$ cat src/rtl/phy_mgmt_pkg.sv
package phy_mgmt_pkg;

   localparam int REG_W = 16;

   // control register field positions (decoded by the datapath and software)
   localparam int B_SWRST = 15;
   localparam int B_LOOP  = 14;
   localparam int B_SPEED = 13;
   localparam int B_ANEN  = 12;
   localparam int B_DUPX  = 8;

   localparam logic [REG_W-1:0] STAT_VAL  = 16'h7849;
   localparam logic [REG_W-1:0] ID_HI_VAL = 16'h0000;
   localparam logic [REG_W-1:0] ID_LO_VAL = 16'h8201;
   localparam logic [REG_W-1:0] ADV_VAL   = 16'h01E1;
   localparam logic [REG_W-1:0] LPA_VAL   = 16'h0080;
   localparam logic [REG_W-1:0] EXP_VAL   = 16'h0000;

   typedef struct packed {
      logic loop;
      logic speed;
      logic an_en;
      logic duplex;
   } ctrl_t;

   localparam ctrl_t CTRL_DEF = '{loop: 1'b0, speed: 1'b1, an_en: 1'b1, duplex: 1'b1};

endpackage

$ cat src/rtl/phy_swrst_timer.sv
module phy_swrst_timer #(
   parameter int CYCLES = 25
) (
   input  logic clk,
   input  logic rst_n,
   input  logic start,
   output logic busy
);
   localparam int CNT_W = (CYCLES < 2) ? 1 : $clog2(CYCLES);

   logic [CNT_W-1:0] cnt_q;

   always_ff @(posedge clk or negedge rst_n) begin
      if (!rst_n) begin
         busy  <= 1'b0;
         cnt_q <= '0;
      end else if (busy) begin
         if (cnt_q == '0) busy <= 1'b0;
         else             cnt_q <= cnt_q - 1'b1;
      end else if (start) begin
         busy  <= 1'b1;
         cnt_q <= CNT_W'(CYCLES - 1);
      end
   end
endmodule

$ cat src/rtl/phy_bmcr_reg.sv
module phy_bmcr_reg
   import phy_mgmt_pkg::*;
(
   input  logic             clk,
   input  logic             rst_n,
   input  logic             wr_sel,
   input  logic [REG_W-1:0] wr_data,
   input  logic             busy,
   input  logic             speed_lock,
   output logic             swrst_start,
   output ctrl_t            ctrl
);
   logic accept;

   assign accept      = wr_sel && !busy;
   assign swrst_start = accept && wr_data[B_SWRST];

   always_ff @(posedge clk or negedge rst_n) begin
      if (!rst_n) begin
         ctrl <= CTRL_DEF;
      end else if (swrst_start) begin
         ctrl <= CTRL_DEF;
      end else if (accept) begin
         ctrl.loop   <= wr_data[B_LOOP];
         ctrl.an_en  <= wr_data[B_ANEN];
         ctrl.duplex <= wr_data[B_DUPX];
         if (!speed_lock) ctrl.speed <= wr_data[B_SPEED];
      end
   end
endmodule

$ cat src/rtl/phy_mgmt_rdmux.sv
module phy_mgmt_rdmux
   import phy_mgmt_pkg::*;
#(
   parameter int ADDR_W = 5
) (
   input  logic [ADDR_W-1:0] addr,
   input  ctrl_t             ctrl,
   input  logic              speed_lock,
   output logic [REG_W-1:0]  rd_data
);
   logic [REG_W-1:0] ctrl_word;

   always_comb begin
      ctrl_word          = '0;
      ctrl_word[B_LOOP]  = ctrl.loop;
      ctrl_word[B_SPEED] = ctrl.speed | speed_lock;
      ctrl_word[B_ANEN]  = ctrl.an_en;
      ctrl_word[B_DUPX]  = ctrl.duplex;
   end

   always_comb begin
      case (addr)
         ADDR_W'(0): rd_data = ctrl_word;
         ADDR_W'(1): rd_data = STAT_VAL;
         ADDR_W'(2): rd_data = ID_HI_VAL;
         ADDR_W'(3): rd_data = ID_LO_VAL;
         ADDR_W'(4): rd_data = ADV_VAL;
         ADDR_W'(5): rd_data = LPA_VAL;
         ADDR_W'(6): rd_data = EXP_VAL;
         default:    rd_data = '0;
      endcase
   end
endmodule

$ cat src/rtl/phy_mgmt_regfile.sv
module phy_mgmt_regfile
   import phy_mgmt_pkg::*;
#(
   parameter int ADDR_W    = 5,
   parameter int CLK_MHZ   = 25,
   parameter int RESET_NS  = 1000,
   parameter bit HAS_FIBRE = 1'b1
) (
   input  logic              clk,
   input  logic              rst_n,
   input  logic [ADDR_W-1:0] reg_addr,
   input  logic              wr_en,
   input  logic [REG_W-1:0]  wr_data,
   output logic [REG_W-1:0]  rd_data,
   input  logic              fibre_mode,
   input  logic              an_speed_100,
   output logic              loopback_en,
   output logic              speed_100,
   output logic              an_enable,
   output logic              full_duplex,
   output logic              reset_busy
);
   localparam int RST_CYCLES = (CLK_MHZ * RESET_NS) / 1000;

   if (RST_CYCLES < 1) begin : g_bad_interval
      $error("reset interval rounds to zero cycles");
   end
   if (ADDR_W < 3) begin : g_bad_addr
      $error("address too narrow for seven registers");
   end

   logic  fibre_eff;
   logic  swrst_start;
   logic  wr_sel;
   ctrl_t ctrl;

   if (HAS_FIBRE) begin : g_fibre
      assign fibre_eff = fibre_mode;
   end else begin : g_copper
      assign fibre_eff = 1'b0;
   end

   assign wr_sel = wr_en && (reg_addr == '0);

   phy_swrst_timer #(.CYCLES(RST_CYCLES)) u_timer (
      .clk   (clk),
      .rst_n (rst_n),
      .start (swrst_start),
      .busy  (reset_busy)
   );

   phy_bmcr_reg u_bmcr (
      .clk         (clk),
      .rst_n       (rst_n),
      .wr_sel      (wr_sel),
      .wr_data     (wr_data),
      .busy        (reset_busy),
      .speed_lock  (fibre_eff),
      .swrst_start (swrst_start),
      .ctrl        (ctrl)
   );

   phy_mgmt_rdmux #(.ADDR_W(ADDR_W)) u_rdmux (
      .addr       (reg_addr),
      .ctrl       (ctrl),
      .speed_lock (fibre_eff),
      .rd_data    (rd_data)
   );

   assign loopback_en = ctrl.loop;
   assign an_enable   = ctrl.an_en;
   assign full_duplex = ctrl.duplex;
   assign speed_100   = fibre_eff | (ctrl.an_en ? an_speed_100 : ctrl.speed);
endmodule

$ cat config.mk
export PLATFORM = sky130hd
export DESIGN_NAME = phy_mgmt_regfile
export DESIGN_NICKNAME = d
export VERILOG_FILES = /design/src/rtl/phy_mgmt_pkg.sv /design/src/rtl/phy_swrst_timer.sv /design/src/rtl/phy_bmcr_reg.sv /design/src/rtl/phy_mgmt_rdmux.sv /design/src/rtl/phy_mgmt_regfile.sv
export SDC_FILE = /design/constraint.sdc
export NUM_CORES = 1
export LEC_CHECK = 0
export ABC_AREA = 1
export BUFFER_PORTS_ARGS = -buffer_cell sky130_fd_sc_hd__buf_2
export CAP_MARGIN = 20
export CORE_MARGIN = 2
export CORE_UTILIZATION = 42
export CTS_BUF_LIST = sky130_fd_sc_hd__clkbuf_16
export CTS_CLUSTER_DIAMETER = 40
export CTS_CLUSTER_SIZE = 30
export DETAILED_ROUTE_END_ITERATION = 7
export PLACE_DENSITY = 0.86
export SYNTH_ARGS = -nofsm -noshare
export SYNTH_HDL_FRONTEND = slang
export SYNTH_HIERARCHICAL = 1
export SYNTH_SLANG_ARGS = --single-unit
$ cat constraint.sdc
create_clock -name clk -period 1.4 [get_ports clk]
set_input_delay 0.28 -clock clk [delete_from_list [all_inputs] [get_ports clk]]
set_output_delay 0.28 -clock clk [all_outputs]
set_load 0.1 [all_outputs]
; ---- Word level (Yosys, flattened, before mapping)
; Index checks and enable logic that the tools add are counted.
[classes]
n_reduce_logical = 10
bitwise_logic = 2
muxes = 11
n_eq_ne = 6
add_sub_neg = 1
[op_table]
columns = op, count
row1 = case mux 16 bit (5 select lines), 1
row2 = 2-to-1 mux 5 bit, 3
row3 = "equality test 5 x 3 -> 1 bit, second input constant", 2
row4 = logical NOT 5 bit, 2
row5 = 2-to-1 mux 4 bit, 2
row6 = "equality test 5 x 1 -> 1 bit, second input constant", 1
row7 = "equality test 5 x 2 -> 1 bit, second input constant", 1
row8 = 2-to-1 mux 1 bit, 5
row9 = "subtractor 5 x 1 -> 5 bit, second input constant", 1
row10 = AND reduction 2 bit, 2
row11 = nonzero test 2 bit, 2
row12 = logical AND 1 bit, 3
row13 = "!= test 2 x 1 -> 1 bit, second input constant", 1
row14 = "!= test 2 bit, second input constant", 1
row15 = bitwise OR 1 bit, 2
row16 = logical NOT 1 bit, 1
[word_totals]
in_bits = 26
reg_bits = 10
wordCells = 36
out_inout_bits = 21

; ---- Longest topological paths before layout
; Gate-level depths: netlist of the first run.
[depth]
depth_word = 6
mapped_depth = 10
depth_no_buf = 10

; ---- Hierarchy
; Netlist of the first run, hierarchy kept.
[by_module_without_submodules]
columns = module, instances, seq_area_each_um2, cells_each, area_per_inst_um2
row1 = phy_swrst_timer, 1, 150.1, 40, 334.1
row2 = phy_mgmt_rdmux, 1, 0.0, 34, 203.9
row3 = phy_bmcr_reg, 1, 103.8, 25, 198.9
row4 = phy_mgmt_regfile, 1, 0.0, 10, 41.3

; ---- Least setup slack after synthesis of the first run
; OpenSTA, ideal clock, no wires.
[synth_path]
path_type = input to output
startpoint = input reg_addr[3]
endpoint = output rd_data[15]
slack_ns = -0.623
cell_stages = 4
n_path_buf = 1
arrival_time_ns = 1.743
required_ns = 1.120
path_cell_list = nor2_4 -> nand2_2 -> nor2_2 -> buf_4
[synth_between]
elab_chain_cells = 2
elab_cells_between_ends = 6
cone_classes = eq/ne (4) / mux (1) / reduce/logical (1)
[synth_lines]
columns = element, line_no
row1 = from (decl), phy_mgmt_regfile.sv:11  ; input logic [ADDR_W-1:0] reg_addr,
row2 = "equality test 5 x 3 -> 1 bit, or another cell as far along", phy_mgmt_rdmux.sv:22  ; case (addr)
row3 = case mux 16 bit (5 select lines) *, phy_mgmt_rdmux.sv:22
row4 = to (decl), phy_mgmt_regfile.sv:14  ; output logic [REG_W-1:0] rd_data,
; Every way passes the cells marked *; elsewhere a longest branch is shown, timed or not.

; ---- Worst setup path after layout of the first run
[layout_path]
startpoint = register u_bmcr/ctrl[3] (netlist name)
endpoint = output rd_data[14]
[layout_between]
elab_chain_cells = 1
[layout_lines]
columns = element, line_no
row1 = case mux 16 bit (5 select lines), phy_mgmt_rdmux.sv:22
; No other way between the ends.

==> results of run 1 <==
-- worst max-delay path, cell delays in order, from the launching register on --
cell,delay (ns)
sky130_fd_sc_hd__dfrtp_4,0.47
sky130_fd_sc_hd__o211ai_1,0.29
sky130_fd_sc_hd__clkinvlp_4,0.19
sky130_fd_sc_hd__buf_12,0.19
-- worst paths after layout --
| check | endpoint | depth (start not counted) | from | slack (ns) |
|---|---|---|---|---|
| max | rd_data[14] | 3 | u_bmcr/ctrl[3]$_DFFE_PN0P_ | -0.24 |
| min | u_bmcr/ctrl[3]$_DFFE_PN0P_ | 3 | wr_data[14] | 0.32 |
| max reg2reg | u_timer/cnt_q[2]$_DFFE_PN0P_ | 7 | u_timer/cnt_q[0]$_DFFE_PN0P_ | 0.13 |
| min reg2reg | u_timer/cnt_q[4]$_DFFE_PN0P_ | 2 | u_timer/cnt_q[4]$_DFFE_PN0P_ | 0.51 |
| max in group asynchronous | u_bmcr/ctrl[2]$_DFFE_PN1P_ | 2 | rst_n | 0.71 |
| min in group asynchronous | u_timer/cnt_q[3]$_DFFE_PN0P_ | 2 | rst_n | 0.44 |
-- cell type report --
class	count	area, um^2
inverter	22	100
tap	25	31.3
timing repair buffer	43	529
sequential	10	267
multi-input combinational	74	490
clock inverter	1	3.75
clock buffer	3	75.1
fill	85	230
-- cells by family after synthesis --
group           count (synthesis)
simple gates                   62
buf+inv                        28
flops                          10
compound gates                  6
xor+xnor                        1
fa+ha+maj                       1
other cells                     1
-- sequential cells by signal, summed over array words and instances, names as in the netlist --
register,cells
u_timer/cnt_q,5
u_bmcr/ctrl,4
u_timer/busy,1
-- through the flow --
step | area (um^2) | setup slack (ns) | hold WS [ns] | TNS (ns)
3_5_place_dp | 1300 | -0.103 | 0.153 | -0.483
6_report | 1500 | -0.244 | 0.321 | -1.10
5_1_grt | 1500 | -0.273 | 0.315 | -1.34
3_3_place_gp | 1300 | -0.0358 | 0.144 | -0.126
2_1_floorplan | 872 | -0.283 | -0.0156 | -1.15
4_1_cts | 1430 | -0.209 | 0.300 | -0.852
-- power breakdown --
group	switching (mW)	internal, mW
sequential	0.0361	0.340
combinational	0.413	0.221
clock	0.128	0.374
-- placed cells by master (no fill, tap or decap), types with 2 or more instances in the layout --
cell and n:
sky130_fd_sc_hd__nand3_4 2, sky130_fd_sc_hd__o21ai_1 2, sky130_fd_sc_hd__nor2_2 2, sky130_fd_sc_hd__nand4_1 2, sky130_fd_sc_hd__buf_4 9, sky130_fd_sc_hd__nand2_4 7
sky130_fd_sc_hd__clkbuf_16 3, sky130_fd_sc_hd__nand2_1 21, sky130_fd_sc_hd__inv_1 11, sky130_fd_sc_hd__clkinvlp_4 4, sky130_fd_sc_hd__nor2_1 7, sky130_fd_sc_hd__nand3_1 8
sky130_fd_sc_hd__conb_1 4, sky130_fd_sc_hd__o211ai_1 2, sky130_fd_sc_hd__dfstp_4 2, sky130_fd_sc_hd__inv_2 6, sky130_fd_sc_hd__buf_12 17, sky130_fd_sc_hd__dfrtp_1 5
sky130_fd_sc_hd__buf_2 11, sky130_fd_sc_hd__nor2_4 4, sky130_fd_sc_hd__nand2_2 5, sky130_fd_sc_hd__buf_6 5
-- metal layers --
layer	share of wire (%)	wire, um	up-vias
li1	-	-	412
met1	38	1170	434
met2	49	1520	79
met3	8.1	247	20
met4	4.2	128	0
met5	0	0	-
-- what timing repair did --
item,CTS,global route
buffers inserted,3,4
endpoints found under the hold margin,7,0
pin swaps,6,13
hold buffers,1,0
resized for setup,4,14
endpoints found under the setup margin,8,14
==> impl_metrics.ini, run 1 <==
[sta]
final_max_slew_viol_count = 0
setup_viol = 9
crit_path_setup_slack_layout_ns = -0.244
final_period_minus_worst_setup_slack_ns = 1.64
maxClockFrequency_mhz = 608
period_share_pct = 117
grt_setup_unrepaired = true
report.final.hold_viol_count = 0
clock-skew-final_ns = 0.00114

[synthesis]
netlist_area_um2 = 778
synth.lib_cells_used.distinct = 23
netlist_instances = 109
synth_simple_gate_area_share_pct = 42.8
synth_common_cells = sky130_fd_sc_hd__nand2_1 (28), sky130_fd_sc_hd__inv_1 (17), sky130_fd_sc_hd__nand3_1 (8)
synth_xor_xnor_area_share_pct = 1.13
post-synth-top-count-cell = sky130_fd_sc_hd__nand2_1
asyncSetResetFlopFracSynth_pct = 100
synth_top_family_by_area = simple AND/OR/NAND/NOR gates
synth_top_area_cell = sky130_fd_sc_hd__dfrtp_1
synth-adder-area-share_pct = 1.61
synth_compound_area_share_pct = 4.98
postSynthAreaPerCell_um2 = 7.14
synth.area.mux_share_pct = 0
synth-main-ff-cell = sky130_fd_sc_hd__dfrtp_1
synth_largest_type_area_fraction_pct = 22.5
synth_top_cells_by_area = sky130_fd_sc_hd__dfrtp_1 (23%), sky130_fd_sc_hd__nand2_1 (14%), sky130_fd_sc_hd__dfstp_2 (10%)
synth_seq_cells = 10
synth_edf_count = 0
seq_area_frac_synth_pct = 32.6
synthesis.yosys.warnings = 6

[placement]
placedCellCount = 167
dp_hpwl_um = 1800
port_buffers = 31
place.gp.congestion = 0.782

[grt]
met1_track_utilization_from_global_routing_pct = 25.5
globalRouteMet3Util_pct = 5.38
grt.overflow.total = 0
top_usage_layer = met2
use_met2_pct = 45.5
track_usage_pct = 24.8
wire_length_of_the_first_global_routing_pass_um = 3790
grt_pass1_vias = 895
antenna_found_initial = 0
maximum_number_of_pins_on_one_net_before_global_route_repair = 11

[floorplanning]
floorplan.initialDensity_pct = 45.1
std_cell_rows = 15
floorplan.die.width_um = 47.0
die_h_um = 47.0
pin_count = 47
die-area_mm2 = 0.00221
core-area_mm2 = 0.00173

[cts]
clkLatencyLatePin_ns = 0.23
h-tree-depth = 1
clock_net_sink_count = 10
tritoncts = yes
root_buffer = sky130_fd_sc_hd__clkbuf_16
clk_path_buf_depth = 2
path_clk_slew_ns = 0.04
clock_buffer_count_from_cts = 3

[drt]
dr_total_vias = 945
detail_route.drc_violations = 0
wl_per_cell_um = 17.2
drt_pre_antenna_iters = 4
dr.first_iter.drc_count = 30
avgViaCountPerCell = 5.31
routed_wl_um = 3070
antenna_violating_nets_post_route = 0

[cells_and_area]
num_antenna_cells = 0
post-route-util_pct = 86.7
final_net_count = 181
area.growth.synth_to_final_pct = 92.3
post_route_cells_drive_above_1_share_pct = 56.2
layoutNonFillerInstCount = 178

[run_status]
violations = setup timing
status = finished with violations

[power]
finalPower_mw = 1.51
vdd_ir_drop_max_v = 0.000803
leakage_nw = 0.712
power_density_mw_per_mm2 = 1010

[job]
maxCapViolations = 0

[worst_setup_path]
arrival_ns = 1.36
worst_path_required_ns = 1.12
worst_setup_path_start_kind = flop
crit_fanout = 2
worstSetupEndpointType = output port
critPathKind = reg -> out

[min_path]
min_path_type = in -> reg
Note: power is estimated with default switching activity, not from simulation.
==> run 2: changes to the inputs <==
- CORE_UTILIZATION: 42 -> 38
- PLACE_DENSITY: 0.86 -> 0.83
- clock period: 1.4 -> 1.43 ns (I/O delays scaled with it)
==> run 2 against run 1 <==
  * The run still ends with setup timing left
  * Register-to-register slack better by 0.07 ns
  * Routed wire length down 34%
  * Combinational power down 9.3%
  * Final area down 3.0%
  * Clock skew up 0.0011 ns
  * Critical endpoint is now rd_data[12]
==> impl_metrics.ini, run 2 (synthesis gave the netlist of run 1 again) <==
[worst_setup_path]
critical_path.endpoint = rd_data[12]
timing.reg2reg.worst_path_depth = 7
crit_fanout = 4
critPathKind = reg -> out
crit-reg2reg-launch = u_timer/cnt_q[0]$_DFFE_PN0P_
worst_setup_path_start_kind = flop
r2r_end = u_timer/cnt_q[1]$_DFFE_PN0P_
ff2ff_setup_slack_ns = 0.20
worstSetupEndpointType = output port
arrival_ns = 1.31
crit_path_from = u_bmcr/ctrl[1]$_DFFE_PN1P_
worst_path_required_ns = 1.14

[grt]
antenna_found_initial = 0
maximum_number_of_pins_on_one_net_before_global_route_repair = 11
grt_pass1_vias = 832
grt.overflow.total = 0
wire_length_of_the_first_global_routing_pass_um = 3450
track_usage_pct = 18.4

[power]
power.clock.fraction_pct = 34.2
power.internal_mw = 0.899
vdd_ir_drop_max_v = 0.000751
power_switching_share_pct = 36.7
leakage_nw = 0.693
p_comb_share_pct = 40.4
power_density_mw_per_mm2 = 979
sequentialPowerShare_pct = 25.4
power.net_switching_mw = 0.522

[floorplanning]
floorplan.initialDensity_pct = 40.1
core-area_mm2 = 0.00194
die-area_mm2 = 0.00243
std_cell_rows = 16
die_h_um = 49.3
pin_count = 47
floorplan.die.width_um = 49.3

[placement]
placedCellCount = 168
port_buffers = 31
place.gp.congestion = 0.715
postPlaceCellArea_mm2 = 0.00130
dp_hpwl_um = 1740

[cts]
h-tree-depth = 1
path_clk_slew_ns = 0.04
clkLatencyLatePin_ns = 0.24
clk_path_buf_depth = 2
root_buffer = sky130_fd_sc_hd__clkbuf_16
clock_buffer_count_from_cts = 3
tritoncts = yes
clock_net_sink_count = 10

[drt]
drt_pre_antenna_iters = 2
routed_wl_um = 2030
wl_per_cell_um = 11.5
dr_total_vias = 822
avgViaCountPerCell = 4.64
detail_route.drc_violations = 0
antenna_violating_nets_post_route = 0
dr.first_iter.drc_count = 5

[cells_and_area]
layoutNonFillerInstCount = 177
reg_top3 = u_timer/cnt_q (5), u_bmcr/ctrl (4), u_timer/busy (1)
mostFrequentLayoutCells = sky130_fd_sc_hd__nand2_1 (21), sky130_fd_sc_hd__buf_12 (17), sky130_fd_sc_hd__inv_1 (13)
final_design_area_no_fill_mm2 = 0.00145
area.growth.synth_to_final_pct = 86.5
top_register = u_timer/cnt_q
largest_register_ff_count = 5
layout_commonest_cell = sky130_fd_sc_hd__nand2_1
layout.filler_cells = 140
post_route_cells_drive_above_1_share_pct = 54.7
num_antenna_cells = 0
final_net_count = 178

[job]
maxCapViolations = 0

[sta]
final_max_slew_viol_count = 0
crit_path_setup_slack_layout_ns = -0.162
grt_setup_unrepaired = true
setup_viol = 5
final_period_minus_worst_setup_slack_ns = 1.59
totalNegativeSetupSlack_ns = -0.640
report.final.hold_viol_count = 0
maxClockFrequency_mhz = 628
period_share_pct = 111
clock-skew-final_ns = 0.00221

[run_status]
violations = setup timing
status = finished with violations

[min_path]
min_path_type = in -> reg
[run 2: power by group through the flow]
stage | clock network [mW] | registers, mW | logic [mW]
floorplan | 0 | 0.447 | 0.287
CTS | 0.494 | 0.359 | 0.564
detailed placement | 0 | 0.374 | 0.523
global placement | 0 | 0.372 | 0.508
finish | 0.486 | 0.361 | 0.574
global route | 0.511 | 0.365 | 0.604
[run 2: timing repair]
action,CTS,global route
gates resized for setup,1,9
hold buffers,1,0
setup buffers,4,0
pin swaps,4,8
endpoints found under the hold margin,7,0
setup endpoints to repair,8,12
cloned,0,0
[run 2: layer usage]
| metal | up-vias | routed length, um | GRT usage [%] |
|---|---|---|---|
| li1 | 403 | - | - |
| met1 | 374 | 723 | 18.1 |
| met2 | 36 | 1100 | 35.1 |
| met3 | 9 | 140 | 3.07 |
| met4 | 0 | 73 | 11.0 |
| met5 | - | 0 | 0 |
[run 2: area by class of cell]
type                    instances  area [um^2]  share of cell area (%)
well taps                      27         33.8                    2.33
clock buffers                   3         75.1                    5.17
clock inverters                 1         3.75                   0.259
repair buffers                 40          497                    34.2
multi-input cells              74          475                    32.8
inverters                      22          100                    6.90
flip-flops and latches         10          267                    18.4
[run 2: worst min-delay path by stage]
stage,startpoint,slack (ns),to,cells past startpoint
after floorplan,rst_n,-0.01,u_timer/busy$_DFF_PN0_,0
after global placement,rst_n,0.15,u_timer/cnt_q[3]$_DFFE_PN0P_,1
after detailed placement,rst_n,0.16,u_timer/cnt_q[3]$_DFFE_PN0P_,1
after CTS,wr_data[14],0.31,u_bmcr/ctrl[3]$_DFFE_PN0P_,3
after global routing,wr_data[14],0.33,u_bmcr/ctrl[3]$_DFFE_PN0P_,3
final,wr_data[14],0.30,u_bmcr/ctrl[3]$_DFFE_PN0P_,3
[run 2: metrics by stage]
stage / utilization (%) / power (mW) / hold slack, ns / setup WS [ns]
3_5_place_dp: 66.8 / 0.897 / 0.156 / -0.0716
5_1_grt: 74.7 / 1.48 / 0.329 / -0.218
2_1_floorplan: - / 0.734 / -0.00959 / -0.238
6_report: 74.7 / 1.42 / 0.304 / -0.162
3_3_place_gp: 66.8 / 0.880 / 0.150 / -0.0392
4_1_cts: 73.3 / 1.42 / 0.305 / -0.198
[run 2: worst max-delay path: stages, from the launching register on]
cell                         delay (ns)
sky130_fd_sc_hd__dfstp_4           0.46
sky130_fd_sc_hd__o211ai_1          0.26
sky130_fd_sc_hd__clkinvlp_4        0.16
sky130_fd_sc_hd__buf_12            0.18
==> run 3: changes to the inputs <==
- ABC_AREA: 1 -> default
- CORE_UTILIZATION: 38 -> 37
- PLACE_DENSITY: 0.83 -> 0.82
==> run 3 against run 2 <==
  * The flow still finishes with violations (setup timing)
  * Register-to-register slack lost 0.17 ns
  * Power grew 54%
  * Sequential share of layout area shrank 2.2 points
  * Maximum frequency shrank 3.9%
  * Synthesized cell count shrank 31%
  * Via count shrank 6.9%
  * Area after synthesis shrank 6.3%
  * Routed wire length grew 34%
  * Largest power group unchanged
==> impl_metrics.ini, run 3 <==
[synthesis]
synth_xor_xnor_area_share_pct = 1.20
netlist_instances = 75
synth-main-ff-cell = sky130_fd_sc_hd__dfrtp_1
synthesis.yosys.warnings = 6
asyncSetResetFlopFracSynth_pct = 100
synth-adder-area-share_pct = 1.72
synth_top_cells_by_area = sky130_fd_sc_hd__dfrtp_1 (24%), sky130_fd_sc_hd__dfstp_2 (11%), sky130_fd_sc_hd__buf_4 (6.2%)
synth_simple_gate_area_share_pct = 31.6
synth_common_cells = sky130_fd_sc_hd__dfrtp_1 (7), sky130_fd_sc_hd__nor2_1 (7), sky130_fd_sc_hd__buf_4 (6)
postSynthAreaPerCell_um2 = 9.73
synth_top_area_cell = sky130_fd_sc_hd__dfrtp_1
seq_area_frac_synth_pct = 34.8
synth_edf_count = 0
synth_seq_cells = 10
netlist_area_um2 = 729
synth.area.mux_share_pct = 1.37
synth_largest_type_area_fraction_pct = 24.0
synth_compound_area_share_pct = 18.0
synth_top_family_by_area = simple AND/OR/NAND/NOR gates
synth.lib_cells_used.distinct = 37

[drt]
antenna_violating_nets_post_route = 0
detail_route.drc_violations = 0
avgViaCountPerCell = 4.94
dr.first_iter.drc_count = 24
routed_wl_um = 2730
dr_total_vias = 765
drt_pre_antenna_iters = 4
wl_per_cell_um = 17.6

[grt]
antenna_found_initial = 0
grt_pass1_vias = 785
maximum_number_of_pins_on_one_net_before_global_route_repair = 11
track_usage_pct = 20.6
wire_length_of_the_first_global_routing_pass_um = 3710
grt.overflow.total = 0

[job]
maxCapViolations = 0

[power]
leakage_nw = 0.697
power_density_mw_per_mm2 = 1360
vdd_ir_drop_max_v = 0.00131

[run_status]
status = finished with violations
violations = setup timing

[placement]
postPlaceCellArea_mm2 = 0.00126
port_buffers = 31
placement.setup.worst_slack_ns = -0.319
dp_hpwl_um = 1590
place.gp.congestion = 0.704

[sta]
setup_viol = 15
period_share_pct = 116
final_max_slew_viol_count = 0
grt_setup_unrepaired = true
maxClockFrequency_mhz = 604
final_period_minus_worst_setup_slack_ns = 1.66
crit_path_setup_slack_layout_ns = -0.226
clock-skew-final_ns = 0.00436
report.final.hold_viol_count = 0

[floorplanning]
core-area_mm2 = 0.00190
floorplan.initialDensity_pct = 38.4
floorplan.die.width_um = 48.4
std_cell_rows = 16
die-area_mm2 = 0.00234
die_h_um = 48.4
pin_count = 47

[cells_and_area]
final_design_area_no_fill_mm2 = 0.00161
final_net_count = 156
multiInputGateArea_um2 = 574
layout.filler_cells = 92
area.growth.synth_to_final_pct = 120
top_register = u_timer/cnt_q
reg_top3 = u_timer/cnt_q (5), u_bmcr/ctrl (4), u_timer/busy (1)
post_route_cells_drive_above_1_share_pct = 70.3
largest_register_ff_count = 5
num_antenna_cells = 0
mostFrequentLayoutCells = sky130_fd_sc_hd__buf_12 (16), sky130_fd_sc_hd__buf_6 (14), sky130_fd_sc_hd__buf_2 (11)
layout_commonest_cell = sky130_fd_sc_hd__buf_12
area_of_all_sequential_standard_cells_um2 = 260

[worst_setup_path]
worst_setup_path_start_kind = flop
crit_fanout = 4
worstSetupEndpointType = output port
arrival_ns = 1.37
worst_path_required_ns = 1.14
critPathKind = reg -> out

[cts]
clkLatencyLatePin_ns = 0.24
h-tree-depth = 1
tritoncts = yes
clock_buffer_count_from_cts = 3
clk_path_buf_depth = 2
clock_net_sink_count = 10
root_buffer = sky130_fd_sc_hd__clkbuf_16
path_clk_slew_ns = 0.04

[min_path]
min_path_type = in -> reg
## run 3: routing by layer
layer / vias up / wire (um) / GRT usage (%)
li1: 363 / - / -
met1: 372 / 1080 / 23.6
met2: 30 / 1540 / 41.0
met3: 0 / 106 / 2.16
met4: 0 / 0 / 4.29
met5: - / 0 / 0
## run 3: what timing repair did
action,in CTS,in global routing
pin swaps,7,5
gates resized for setup,23,21
endpoints found under the setup margin,16,23
hold buffers,1,0
hold endpoints to repair,7,0
buffers inserted,4,8
## run 3: worst paths after layout
kind | start | to | slack [ns] | cells past startpoint
max in group asynchronous | rst_n | u_bmcr/ctrl[0]$_DFFE_PN1P_ | 0.72 | 2
min | wr_data[14] | u_bmcr/ctrl[3]$_DFFE_PN0P_ | 0.30 | 3
min reg2reg | u_bmcr/ctrl[0]$_DFFE_PN1P_ | u_bmcr/ctrl[0]$_DFFE_PN1P_ | 0.51 | 2
min in group asynchronous | rst_n | u_timer/cnt_q[4]$_DFFE_PN0P_ | 0.45 | 2
max | u_bmcr/ctrl[1]$_DFFE_PN1P_ | speed_100 | -0.23 | 3
max reg2reg | u_timer/cnt_q[0]$_DFFE_PN0P_ | u_timer/cnt_q[1]$_DFFE_PN0P_ | 0.03 | 6
## run 3: worst max-delay path, stage by stage, from the launching register on
cell and delay, ns:
sky130_fd_sc_hd__dfstp_4 0.63, sky130_fd_sc_hd__nor2b_1 0.06, sky130_fd_sc_hd__a211o_4 0.27, sky130_fd_sc_hd__buf_12 0.17
## run 3: logic make-up (layout without fill, tap and decap cells)
group                      Yosys count  in the layout
other                                1              4
and+or+nand+nor                     32             32
adders and majority gates            1              1
muxes                                1              1
xor gates and xnor gates             1              1
DFF                                 10             10
buffers and inverters               11             61
AOI/OAI and AO/OA                   18             18
## run 3: area by class of cell
| cell class | instances | area share [%] |
|---|---|---|
| inverter | 3 | 0.701 |
| clock buffer | 3 | 4.67 |
| clock inverter | 1 | 0.234 |
| sequential | 10 | 16.2 |
| multi-input combinational | 57 | 35.7 |
| timing repair buffer | 54 | 40.3 |
| tap | 27 | 2.10 |
## run 3: per-stage QoR
step	utilization (%)	total power, mW	cells	setup TNS, ns	hold WS [ns]
after floorplan	-	1.17	78	-2.71	-0.00959
after global placement	66.4	1.46	140	-3.12	0.150
after detailed placement	66.4	1.51	140	-3.61	0.156
after CTS	78.2	2.06	149	-1.40	0.288
after global routing	84.5	2.28	155	-2.12	0.326
final	84.5	2.18	155	-1.47	0.296
## run 3: power breakdown
group,switching [mW],total [mW],internal [mW],leakage [nW]
combinational,0.701,1.18,0.478,0.537
sequential,0.101,0.506,0.406,0.118
clock,0.130,0.496,0.366,0.0423
total,0.932,2.18,1.25,0.697
